File: src/rtl/nand_seq_pkg.sv
package nand_seq_pkg;
    typedef enum logic {ST_IDLE, ST_RUN} seq_st_e;

    // Phase numbers equal the bit position in the phase code; higher runs first.
    localparam logic [3:0] PH_OPA  = 4'd14;
    localparam logic [3:0] PH_COL0 = 4'd13;
    localparam logic [3:0] PH_COL1 = 4'd12;
    localparam logic [3:0] PH_ROW0 = 4'd11;
    localparam logic [3:0] PH_ROW1 = 4'd10;
    localparam logic [3:0] PH_ROW2 = 4'd9;
    localparam logic [3:0] PH_WR   = 4'd8;
    localparam logic [3:0] PH_OPB  = 4'd7;
    localparam logic [3:0] PH_RB   = 4'd6;
    localparam logic [3:0] PH_RD   = 4'd5;
    localparam logic [3:0] PH_OPC  = 4'd4;
    localparam logic [3:0] PH_STAT = 4'd3;
    localparam logic [3:0] PH_ID   = 4'd2;
    localparam logic [15:0] PH_VALID = 16'h7FFC;
endpackage

File: src/rtl/nand_seq_pick.sv
module nand_seq_pick #(
    parameter int W = 16,
    localparam int IW = $clog2(W)
) (
    input  logic [W-1:0]  mask,
    output logic [IW-1:0] idx,
    output logic          any
);
    always_comb begin
        idx = '0;
        any = 1'b0;
        for (int i = 0; i < W; i++) begin
            if (mask[i]) begin
                idx = IW'(i);
                any = 1'b1;
            end
        end
    end
endmodule

File: src/rtl/nand_seq_strobe.sv
module nand_seq_strobe #(
    parameter int CW = 4
) (
    input  logic          clk,
    input  logic          rst_n,
    input  logic          go,
    input  logic [CW-1:0] setup,
    input  logic [CW-1:0] hold,
    output logic          busy,
    output logic          strobe_low,
    output logic          sample,
    output logic          done
);
    localparam logic [CW-1:0] ONE = CW'(1);

    typedef struct packed {
        logic          busy;
        logic          low;
        logic [CW-1:0] cnt;
    } tmr_t;

    tmr_t s_d, s_q;

    always_comb begin
        s_d    = s_q;
        sample = 1'b0;
        done   = 1'b0;
        if (!s_q.busy) begin
            if (go) begin
                s_d.busy = 1'b1;
                s_d.low  = 1'b1;
                s_d.cnt  = setup - ONE;
            end
        end else if (s_q.low) begin
            if (s_q.cnt == '0) begin
                sample  = 1'b1;
                s_d.low = 1'b0;
                s_d.cnt = hold - ONE;
            end else begin
                s_d.cnt = s_q.cnt - ONE;
            end
        end else begin
            if (s_q.cnt == '0) begin
                done     = 1'b1;
                s_d.busy = 1'b0;
            end else begin
                s_d.cnt = s_q.cnt - ONE;
            end
        end
    end

    always_ff @(posedge clk or negedge rst_n) begin
        if (!rst_n) s_q <= '0;
        else        s_q <= s_d;
    end

    assign busy       = s_q.busy;
    assign strobe_low = s_q.busy & s_q.low;

    AST_GO_WHEN_FREE: assert property (@(posedge clk) disable iff (!rst_n)
        go |-> !s_q.busy);
endmodule

File: src/rtl/nand_seq.sv
module nand_seq
    import nand_seq_pkg::*;
#(
    parameter int LEN_W   = 12,
    parameter int TMO_CYC = 1024,
    localparam int ABW    = LEN_W - 2,
    localparam int TW     = $clog2(TMO_CYC) + 1
) (
    input  logic             clk,
    input  logic             rst_n,
    input  logic             reg_wr,
    input  logic [2:0]       reg_addr,
    input  logic [31:0]      reg_wdata,
    output logic [31:0]      reg_rdata,
    output logic             irq,
    output logic [1:0]       buf_sel,
    output logic [ABW-1:0]   buf_addr,
    output logic             buf_we,
    output logic [3:0]       buf_be,
    output logic [31:0]      buf_wdata,
    input  logic [31:0]      buf_rdata,
    output logic [3:0]       nand_ce_n,
    output logic             nand_cle,
    output logic             nand_ale,
    output logic             nand_we_n,
    output logic             nand_re_n,
    output logic [15:0]      nand_io_out,
    output logic             nand_io_oe,
    input  logic [15:0]      nand_io_in,
    input  logic [3:0]       nand_rb_n
);
    localparam int CW = 4;

    typedef struct packed {
        seq_st_e          st;
        logic [15:0]      opbc;
        logic [7:0]       opa;
        logic [15:0]      code;
        logic [1:0]       bsel;
        logic [15:0]      col;
        logic [31:0]      row;
        logic [LEN_W-1:0] len;
        logic [15:0]      cfg;
        logic             idle;
        logic             done;
        logic             tmo;
        logic             ien;
        logic [15:0]      rem;
        logic [LEN_W-1:0] cnt;
        logic             seen_lo;
        logic [TW-1:0]    tcnt;
        logic [31:0]      reply;
    } seq_t;

    seq_t s_d, s_q;

    logic [3:0]       ph;
    logic             any, running, wide, is_rb, is_cmd, is_adr, is_wr, is_rd;
    logic             go, t_busy, t_low, t_sample, t_done, rb_ok;
    logic [CW-1:0]    setup, hold;
    logic [LEN_W-1:0] ncyc, bidx;
    logic [31:0]      shifted;

    nand_seq_pick #(.W(16)) u_pick (.mask(s_q.rem), .idx(ph), .any(any));

    nand_seq_strobe #(.CW(CW)) u_strobe (
        .clk(clk), .rst_n(rst_n), .go(go), .setup(setup), .hold(hold),
        .busy(t_busy), .strobe_low(t_low), .sample(t_sample), .done(t_done));

    always_comb begin
        s_d     = s_q;
        running = (s_q.st == ST_RUN);
        wide    = s_q.cfg[7];
        setup   = (s_q.cfg[11:8] == '0) ? CW'(1) : s_q.cfg[11:8];
        hold    = (s_q.cfg[15:12] == '0) ? CW'(1) : s_q.cfg[15:12];
        is_rb   = (ph == PH_RB);
        is_cmd  = (ph == PH_OPA) || (ph == PH_OPB) || (ph == PH_OPC);
        is_adr  = (ph <= PH_COL0) && (ph >= PH_ROW2);
        is_wr   = (ph == PH_WR);
        is_rd   = (ph == PH_RD) || (ph == PH_STAT) || (ph == PH_ID);
        case (ph)
            PH_WR, PH_RD: ncyc = wide ? (s_q.len >> 1) : s_q.len;
            PH_ID:        ncyc = LEN_W'(4);
            default:      ncyc = LEN_W'(1);
        endcase
        go      = running && any && !is_rb && (ncyc != '0) && !t_busy;
        rb_ok   = &(nand_rb_n | ~s_q.row[31:28]);
        bidx    = wide ? {s_q.cnt[LEN_W-2:0], 1'b0} : s_q.cnt;
        shifted = buf_rdata << {bidx[1:0], 3'b000};

        // Pin and buffer drive
        buf_addr  = bidx[LEN_W-1:2];
        buf_sel   = s_q.bsel;
        buf_we    = t_sample && (ph == PH_RD);
        buf_be    = wide ? (4'b1100 >> bidx[1:0]) : (4'b1000 >> bidx[1:0]);
        buf_wdata = wide ? {2{nand_io_in[7:0], nand_io_in[15:8]}} : {4{nand_io_in[7:0]}};
        case (ph)
            PH_OPA:  nand_io_out = {8'h00, s_q.opa};
            PH_OPB:  nand_io_out = {8'h00, s_q.opbc[15:8]};
            PH_OPC:  nand_io_out = {8'h00, s_q.opbc[7:0]};
            PH_COL0: nand_io_out = {8'h00, s_q.col[7:0]};
            PH_COL1: nand_io_out = {8'h00, s_q.col[15:8]};
            PH_ROW0: nand_io_out = {8'h00, s_q.row[7:0]};
            PH_ROW1: nand_io_out = {8'h00, s_q.row[15:8]};
            PH_ROW2: nand_io_out = {8'h00, s_q.row[23:16]};
            default: nand_io_out = wide ? {shifted[23:16], shifted[31:24]} : {8'h00, shifted[31:24]};
        endcase
        nand_io_oe = t_busy && (is_cmd || is_adr || is_wr);
        nand_cle   = t_busy && is_cmd;
        nand_ale   = t_busy && is_adr;
        nand_we_n  = !(t_low && (is_cmd || is_adr || is_wr));
        nand_re_n  = !(t_low && is_rd);
        nand_ce_n  = running ? ~s_q.row[27:24] : 4'hF;
        irq        = s_q.idle && s_q.ien;

        // Register writes
        if (reg_wr) begin
            case (reg_addr)
                3'd0: if (!running) s_d.opbc = reg_wdata[31:16];
                3'd1: if (!running) begin
                    s_d.opa  = reg_wdata[31:24];
                    s_d.code = reg_wdata[23:8];
                    s_d.bsel = reg_wdata[2:1];
                    if (reg_wdata[0]) begin
                        s_d.st      = ST_RUN;
                        s_d.rem     = reg_wdata[23:8] & PH_VALID;
                        s_d.idle    = 1'b0;
                        s_d.tmo     = 1'b0;
                        s_d.reply   = '0;
                        s_d.cnt     = '0;
                        s_d.tcnt    = '0;
                        s_d.seen_lo = 1'b0;
                    end
                end
                3'd2: if (!running) s_d.col = reg_wdata[15:0];
                3'd3: if (!running) s_d.row = reg_wdata;
                3'd4: if (!running) s_d.len = reg_wdata[LEN_W-1:0];
                3'd5: if (!running) s_d.cfg = reg_wdata[15:0];
                3'd6: begin
                    s_d.ien = reg_wdata[20];
                    if (reg_wdata[18]) s_d.done = 1'b0;
                    if (reg_wdata[17]) s_d.idle = 1'b0;
                end
                default: ;
            endcase
        end

        // Phase engine
        if (running) begin
            if (!any) begin
                s_d.st   = ST_IDLE;
                s_d.idle = 1'b1;
                s_d.done = 1'b1;
            end else if (is_rb) begin
                s_d.tcnt = s_q.tcnt + TW'(1);
                if (!rb_ok) s_d.seen_lo = 1'b1;
                if ((s_q.seen_lo && rb_ok) || (s_q.tcnt == TW'(TMO_CYC - 1))) begin
                    if (!(s_q.seen_lo && rb_ok)) s_d.tmo = 1'b1;
                    s_d.rem[ph] = 1'b0;
                    s_d.tcnt    = '0;
                    s_d.seen_lo = 1'b0;
                end
            end else if (ncyc == '0) begin
                s_d.rem[ph] = 1'b0;
            end else begin
                if (t_sample && ((ph == PH_STAT) || (ph == PH_ID)))
                    s_d.reply = {s_q.reply[23:0], nand_io_in[7:0]};
                if (t_done) begin
                    if (s_q.cnt + LEN_W'(1) == ncyc) begin
                        s_d.rem[ph] = 1'b0;
                        s_d.cnt     = '0;
                    end else begin
                        s_d.cnt = s_q.cnt + LEN_W'(1);
                    end
                end
            end
        end
    end

    always_comb begin
        case (reg_addr)
            3'd0:    reg_rdata = {s_q.opbc, 16'h0000};
            3'd1:    reg_rdata = {s_q.opa, s_q.code, 5'b0, s_q.bsel, 1'b0};
            3'd2:    reg_rdata = {16'h0000, s_q.col};
            3'd3:    reg_rdata = s_q.row;
            3'd4:    reg_rdata = 32'(s_q.len);
            3'd5:    reg_rdata = {16'h0000, s_q.cfg};
            3'd6:    reg_rdata = {1'b0, s_q.done, s_q.idle, s_q.tmo, 7'b0, s_q.ien, 20'h0};
            default: reg_rdata = s_q.reply;
        endcase
    end

    always_ff @(posedge clk or negedge rst_n) begin
        if (!rst_n) s_q <= '0;
        else        s_q <= s_d;
    end

    AST_CLE_ALE_EXCL: assert property (@(posedge clk) disable iff (!rst_n)
        !(nand_cle && nand_ale));
    AST_STROBE_EXCL: assert property (@(posedge clk) disable iff (!rst_n)
        nand_we_n || nand_re_n);
    AST_REM_SHRINKS: assert property (@(posedge clk) disable iff (!rst_n)
        (running && $past(running)) |-> ((s_q.rem & ~$past(s_q.rem)) == 16'h0));
    AST_FINISH_IDLE: assert property (@(posedge clk) disable iff (!rst_n)
        (running && !any) |=> s_q.idle);
    AST_BUSY_NOT_IDLE: assert property (@(posedge clk) disable iff (!rst_n)
        running |-> !s_q.idle);
    AST_OE_NOT_READ: assert property (@(posedge clk) disable iff (!rst_n)
        nand_io_oe |-> nand_re_n);
endmodule

File: config.mk
export PLATFORM = sky130hd
export DESIGN_NAME = nand_seq
export DESIGN_NICKNAME = d
export VERILOG_FILES = /design/src/rtl/nand_seq_pkg.sv /design/src/rtl/nand_seq_pick.sv /design/src/rtl/nand_seq_strobe.sv /design/src/rtl/nand_seq.sv
export SDC_FILE = /design/constraint.sdc
export NUM_CORES = 1
export LEC_CHECK = 0
export ABC_AREA = 1
export BUFFER_PORTS_ARGS = -buffer_cell sky130_fd_sc_hd__buf_4
export CORE_MARGIN = 2
export CORE_UTILIZATION = 50
export DETAILED_ROUTE_END_ITERATION = 6
export PLACE_DENSITY_LB_ADDON = 0.2
export SLEW_MARGIN = 15
export SYNTH_ARGS = -nofsm -noshare
export SYNTH_HDL_FRONTEND = slang
export SYNTH_HIERARCHICAL = 1
export SYNTH_SLANG_ARGS = --single-unit
File: constraint.sdc
create_clock -name clk -period 3 [get_ports clk]
set_input_delay 0.6 -clock clk [delete_from_list [all_inputs] [get_ports clk]]
set_output_delay 0.6 -clock clk [all_outputs]
set_load 0.02 [all_outputs]
# == Word-level counts from Yosys, hierarchy flattened ==
# Cells that the tools add are included.
# totals
regBits,201
in_bits,90
word_cells,216
# op_classes
n_addsub,5
n_lt_le_gt_ge,4
eq_ne,22
shift,3
mux,110
bitwise,7
reduce_logical,44
# ops
operator,count
$mux W72,5
$pmux W32 S7,1
$mux W195,1
$mux W16,11
$mux W32,5
$pmux W16 S8,1
$mux W12,9
$mux W4,15
$mux W26,2
$mux W1,45
$shl A32 B5 Y32,1
$eq A4 B4 Y1 const B,7
$mux W28,1
$mux W24,1
$pmux W12 S2,1
$reduce_and A3 Y1,6
$and A16 B16 Y16,1
$eq A4 B3 Y1 const B,4
$not A16 Y16,1
$logic_and A1 B1 Y1,15
$mux W3,5
$add A12 B1 Y12 const B,1
$eq A12 B12 Y1,1
$logic_not A12 Y1,1
30 further kinds,54

# == Logic depth before layout (Yosys ltp) ==
# Gate-level depths: netlist of run 1.
# depth
word_depth,27
ltp_mapped,33

# == Hierarchy ==
# The synthesis of run 1 kept the hierarchy.
# modules_own_cells
module,instances,cells_per_inst,area_each_um2
nand_seq,1,1488,10890.4
nand_seq_strobe,1,77,526.8
nand_seq_pick,1,48,205.2

# == Worst setup path before layout of run 1 ==
# Ideal clock, no wire load.
# synth_path
path_type,reg-to-output
startpoint,reg s_q[58] (netlist name)
endpoint,out nand_io_out[11]
arrival_time_ns,2.374
required_time_ns,2.400
slack_ns,0.026
path_stages_with_launch,24
path_buffers,0
path_cell_list,dfrtp_1 inv_1 nand2_1 nand2_1 nand2_1 nand2_1 nand2_1 nand2_1 nand2_1 nand2_1 nand2_1 nand2_1 nand2_1 nand2_1 nand2_1 nand2_1 nor2_1 inv_1 nor2_1 nor3_1 inv_1 nor2_2 nand2_1 a21oi_1
# synth_lines
item,line_no,text
end: declaration,nand_seq.sv:27,"output logic [15:0] nand_io_out,"

==> impl_results.md, run 1 <==
* Average size of a mapped cell at roughly 7.2 sq um
* Most Crowded Layer GR: met2
* Post-route cell area at between 15000 and 20000 sq um
* Grt met2 use at 0.509
* CTS buffer count at 23
* Wirelength, routed at slightly above 40000 um
* Max transition margin at 0.466
* Congestion Overflow GR at 0
* Crit path kind: reg2out
* Min-Delay Path Class: in2async
* Crit start category: register
* Most used cell, CP: nand2_1
* Initial Utilization at 0.512
* Longest Clk Path Bufs at 3
* Die ar. at roughly 24000 sq um
* GRT Overall Usage at 0.323
* Setup violations, final at 24
* Vias per inst at between 5 and 6
* Synth unique cells at 53
* Antenna cell count at 0
* 1st-iter DRT viols at roughly 1200
* Global-route wire length before repair at ~61000 um
* Share of the yosys chip area belonging to registers at 0.433
* Worst Setup End Kind: output port
* Total power at around 18 mW
* Crit path DAT at roughly 2.9 ns
* Area Growth Syn to Fin at 33.8%
* Final hold viol count at 0
* Core area at ~23000 sq um
* Maxcap violations at 0
* Final Slew Violations at 0
* Setup repair after global routing missed its margin: true
* Final worst setup slack at -0.501 ns
* Critical path data required time at ~2.4 ns
* Run status: complete, but fails checks
* Cell with the most instances after synthesis: nand2_1
* GRT met3 Usage at 0.0626
* Final min period at approximately 3.5 ns
* Via count at 12158
* Vias in the first global route at around 11000
* Failing checks: setup timing
* Top-area cell type share of the netlist area at 0.433
* Setup TNS at -8.41 ns
* Period utilization at 1.17
* Worst-path fanout max at 5
* Clock Skew at just over 0.007 ns
* Synth area leader: dfrtp_1
* Largest stage delay, worst path at approximately 0.37 ns
* Die W at 156 um
* PD cells at 1180 nW/um^2
* Number of synthesized flops with an enable pin at 0
* Top FF cell, synth: dfrtp_1
* Pleak at 7.66 nW
* Routability cong. at 1.00
* Util after Layout at 0.685
* Leading post-synthesis cells by cell area: dfrtp_1, nand2_1, o21ai_0
* Syn Std Cell Area at approximately 12000 sq um
* Least-Margin Pin Slew at approximately 0.80 ns
* Post-Syn Nets at 1708
* Layout net count at 1942
* Remaining DRCs at 0
* Number of port buffers at ~200
* Worst-Skew Late Latency at around 0.52 ns
* Pin count of the biggest net entering global routing at between 70 and 80
* Slowest CP cell: dfrtp_1
* IO Count at between 150 and 200
* Initial DRT Pass Iterations at 6
* Maximum vdd drop at ~0.74 mV
* CTS sink cnt at about 200
* Post-DP Area at about 14000 sq um
* Placement Setup Slack at -0.0613 ns
* CTS tree: built
* Layout cells sized above 1 at 0.280
* Post-DR wirelength/cell at around 19 um
* Post-synthesis register bit count at 201
* Rows at 55
* Yosys warns at 6
* Initial antenna violation count at 0
* Hold Buf Count CTS at 0
* Die H at ~160 um
* Mapped Cells at 1613
* Root buffer cell: clkbuf_16
* Post-detailed-route count of antenna-violating nets at 0
* GR Util met1 at 0.446
* Fmax at between 200 and 300 MHz
* Async S/R FF share, synth at 1.00
* CTS H-Tree Depth at 1
* Clock transition at path regs at around 0.06 ns
* DPL Wire Length at a little under 30000 um
* Most instantiated cells after synthesis: nand2_1, o21ai_0, dfrtp_1, inv_1, nor2_1
through the flow:
stage | hold slack (ns) | std cells
after detailed placement | 0.473 | 2076
after floorplan | 0.304 | 1613
after global placement | 0.466 | 2076
final | 0.0956 | 2147
after CTS | 0.106 | 2129
after global routing | 0.115 | 2147
critical path: cells and delay by family, from the launching register on:
family                 cells  cell delay [ns]
flip-flops                 1             0.37
AO/OA/AOI/OAI              2             0.24
AND/OR/NAND/NOR           18             1.22
buffers and inverters      5             0.54
power breakdown:
part / switching (mW) / internal, mW
logic: 6.27 / 4.41
clock network: 1.15 / 1.65
registers: 1.12 / 3.81
total: 8.54 / 9.87
flip-flops by register name, indices dropped and copies added (netlist names):
register and cells:
running 1, u_strobe/s_q 5, buf_sel 2, u_strobe/busy 1, s_q 192
metal layers:
metal  vias up  part of all wire
met2       660              0.45
li1       5705                 -
met3        86             0.097
met4         0             0.038
met5         -                 0
met1      5707              0.41
path summary, 6_finish.rpt:
path / start / end / depth (start not counted) / slack, ns
max: s_q[58]$_DFF_PN0_ / nand_io_out[4] / 25 / -0.50
min: rst_n / s_q[29]$_DFF_PN0_ / 1 / 0.1
max reg2reg: s_q[58]$_DFF_PN0_ / s_q[61]$_DFF_PN0_ / 30 / -0.01
min reg2reg: s_q[133]$_DFFE_PN0P_ / s_q[133]$_DFFE_PN0P_ / 2 / 0.49
max in group asynchronous: rst_n / s_q[159]$_DFFE_PN0P_ / 2 / 2.17
min in group clk: reg_wdata[27] / s_q[173]$_DFFE_PN0P_ / 3 / 0.30
what timing repair did:
action / CTS / global route
cloned: 1 / 3
pin swaps: 17 / 49
resized for setup: 94 / 136
setup endpoints to repair: 22 / 69
buffers inserted: 13 / 25
layout by cell type, fill, tap and decap left out, types with 15 or more instances in the layout:
cell type and instances:
a21oi_1 40, a21oi_2 21, a221oi_1 16, buf_4 259
buf_6 29, clkbuf_16 25, dfrtp_1 201, inv_1 168
inv_2 17, nand2_1 467, nand2_2 24, nand2_4 19
nand3_1 46, nor2_1 100, nor2_2 16, nor2_4 19
o21ai_0 198, o21ai_2 15, o22ai_1 20
cell families after synthesis:
kind of cell | after synthesis | share of synthesized area
flops | 201 | 0.433
compound gates | 376 | 0.188
fa+ha+maj | 5 | 0.00538
buf+inv | 285 | 0.105
xor+xnor | 8 | 0.00603
mux | 1 | 0.000861
simple gates | 737 | 0.262
cell type report:
| cell class | instances | area, sq um |
|---|---|---|
| clock buffer | 33 | 673 |
| clock inverter | 7 | 78.8 |
| fill | 1869 | 7160 |
| inverter | 191 | 746 |
| multi-input combinational | 1128 | 6110 |
| sequential | 201 | 5030 |
| tap | 285 | 357 |
| timing repair buffer | 302 | 2550 |
No activity file was read; power rests on OpenSTA's default activity.
==> run 2, diff against run 1 <==
==> constraint.sdc (replaced) <==
create_clock -name clk -period 3 [get_ports clk]
set_input_delay 0.6 -clock clk [delete_from_list [all_inputs] [get_ports clk]]
set_output_delay 0.6 -clock clk [all_outputs]
set_load 0.05 [all_outputs]
==> run 2 against run 1 <==
Compared with the run above: the flow still finishes with violations (setup timing); final area is 1.7% lower; critical path depth is 14 lower; global-route usage is 0.13 points higher; core utilization is 1.1 points lower; sequential cell count stayed put; critical endpoint is now nand_io_out[5]; highest routed layer unchanged.
==> impl_results.md, run 2 (synthesis gave the netlist of run 1 again) <==
* Initial Utilization at 0.512 (unchanged)
* Vias per inst at 5.64 (-0.47%)
* Via count at 12106 (-0.43%)
* Hold Buf Count CTS at 0 (unchanged)
* Failing checks: setup timing
* Number of port buffers at 196 (unchanged)
* Max transition margin at 0.500 (+0.0341)
* Remaining DRCs at 0 (unchanged)
* Post-detailed-route count of antenna-violating nets at 0 (unchanged)
* Core area at 22700 sq um (unchanged)
* Root buffer cell: clkbuf_16
* Most frequent cells in the layout: nand2_1, buf_4, o21ai_0
* Crit path kind: reg2out
* Seq pwr share at 0.251 (-0.017)
* Largest stage delay, worst path at 0.43 ns (+0.06 ns)
* 1st-iter DRT viols at 1092 (-6.8%)
* Die W at 156 um (unchanged)
* Initial antenna violation count at 0 (unchanged)
* Rows at 55 (unchanged)
* Die H at 156 um (unchanged)
* Clk pwr share at 0.142 (-0.010)
* Longest Clk Path Bufs at 3 (unchanged)
* GRT Overall Usage at 0.324 (+0.00130)
* Maxcap violations at 0 (unchanged)
* Crit start category: register
* Post-DR wirelength/cell at 18.6 um (-2.0%)
* Setup violations, final at 53 (+120%)
* Worst-path fanout max at 6 (+1)
* Fillers at 1909 (+2.1%)
* Routability cong. at 1.01 (+1.2%)
* Slowest CP cell: dfrtp_1
* Pleak at 7.54 nW (-1.6%)
* CTS H-Tree Depth at 1 (unchanged)
* Clock Skew at 0.0185 ns (+0.0114 ns)
* Setup TNS at -12.37 ns (-3.96 ns)
* Period utilization at 1.17 (+0.00587)
* CTS sink cnt at 201 (unchanged)
* Sw frac at 0.503 (+0.0393)
* GR Util met1 at 0.452 (+0.00550)
* Layout cells sized above 1 at 0.257 (-0.0227)
* Maximum vdd drop at 0.894 mV (+20%)
* Worst Setup End Kind: output port
* Final worst setup slack at -0.518 ns (-0.0176 ns)
* Most common cell after layout, fill and taps aside: nand2_1
* Switch Pwr at 9.84 mW (+15%)
* Clock transition at path regs at 0.06 ns (about the same)
* Pin count of the biggest net entering global routing at 84 (+17%)
* Grt met2 use at 0.514 (+0.00503)
* DPL Wire Length at 29800 um (+1.7%)
* Most used cell, CP: nand2_1
* Least-Margin Pin Slew at 0.748 ns (-0.0510 ns)
* Antenna cell count at 0 (unchanged)
* Total internal power at 9.72 mW (-1.5%)
* Area Growth Syn to Fin at 31.5%
* PD cells at 1280 nW/um^2 (+8.1%)
* IO Count at 197 (unchanged)
* Run status: complete, but fails checks
* CTS buffer count at 23 (unchanged)
* Die ar. at 24500 sq um (unchanged)
* Critical path data required time at 2.40 ns (about the same)
* GRT met3 Usage at 0.0654 (+0.00277)
* Final min period at 3.52 ns (+0.0176 ns)
* Most flops, register: s_q
* Max reg flops at 192 (unchanged)
* Min-Delay Path Class: in2async
* Final Slew Violations at 0 (unchanged)
* Wirelength, routed at 40000 um (-2.0%)
* CTS tree: built
* Worst-Skew Late Latency at 0.53 ns (about the same)
* Most Crowded Layer GR: met2
* Vias in the first global route at 11324 (-0.40%)
* Total power at 19.6 mW (+6.3%)
* Fmax at 284 MHz (-0.50%)
* Worst-path cell chain: nor2_1 -> nand2_1 -> a31o_1 -> nand2_1 -> inv_1 -> nand2_1 -> o22ai_1 -> a221oi_2 -> buf_4 -> o211ai_1 -> buf_4
* Final hold viol count at 0 (unchanged)
* Layout net count at 1942 (unchanged)
* Global-route wire length before repair at 61700 um (+0.79%)
* Congestion Overflow GR at 0 (unchanged)
* Gate power share at 0.607 (+0.027)
* Setup repair after global routing missed its margin: true
* Initial DRT Pass Iterations at 6 (unchanged)
* Crit path DAT at 2.92 ns (+0.02 ns)
[run 2: metrics by stage]
stage	setup slack, ns	hold WS, ns	instance area (sq um)	std cells	utilization
global placement	-0.113	0.466	13900	2091	0.611
CTS	-0.466	0.134	14900	2135	0.657
finish	-0.518	0.104	15300	2148	0.673
detailed placement	-0.137	0.473	13900	2091	0.611
floorplan	-0.193	0.304	11700	1613	-
global route	-0.738	0.154	15300	2148	0.673
[run 2: final cells by class]
| class | count | area (sq um) | area share |
|---|---|---|---|
| tap | 285 | 357 | 0.0233 |
| multi-input combinational | 1128 | 5890 | 0.385 |
| sequential | 201 | 5030 | 0.329 |
| clock buffer | 33 | 663 | 0.0434 |
| inverter | 191 | 736 | 0.0481 |
| timing repair buffer | 302 | 2540 | 0.166 |
| clock inverter | 8 | 71.3 | 0.00467 |
[run 2: power by group through the flow]
stage               registers (mW)  clock network, mW  logic, mW
floorplan                     4.47                  0       7.01
global placement              4.82                  0       10.2
detailed placement            4.85                  0       10.3
CTS                           4.86               2.79       11.1
global route                  5.03               2.92       12.7
finish                        4.91               2.78       11.9
[run 2: worst max-delay path, delay by kind of cell, from the launching register on]
| kind | cells | cell delay (ns) |
|---|---|---|
| DFF | 1 | 0.43 |
| and+or+nand+nor | 4 | 0.69 |
| AOI/OAI and AO/OA | 4 | 0.74 |
| buffers and inverters | 3 | 0.53 |
[run 2: worst paths after layout]
check                                startpoint                           to  slack, ns  cells after the start
setup / recovery              s_q[71]$_DFF_PN0_               nand_io_out[5]      -0.52                     11
hold / removal                            rst_n            s_q[26]$_DFF_PN0_       0.10                      1
setup reg to reg              s_q[59]$_DFF_PN0_  u_strobe/s_q[3]$_DFFE_PN0P_      -0.25                     34
hold reg to reg            s_q[168]$_DFFE_PN0P_         s_q[168]$_DFFE_PN0P_       0.48                      2
max in group asynchronous                 rst_n         s_q[112]$_DFFE_PN0P_       2.06                      2
min in group clk                  reg_wdata[27]         s_q[173]$_DFFE_PN0P_       0.29                      3
[run 2: layer usage]
metal	vias up	wire length (um)
li1	5689	-
met1	5752	16600
met2	597	18300
met3	68	3940
met4	0	1130
met5	-	0
[run 2: repair_timing]
item	4_1_cts	5_1_grt
buffers inserted	5	10
endpoints found under the setup margin	22	55
gates cloned	0	3
hold endpoints to repair	0	0
resized for setup	75	65
pin swaps	12	18
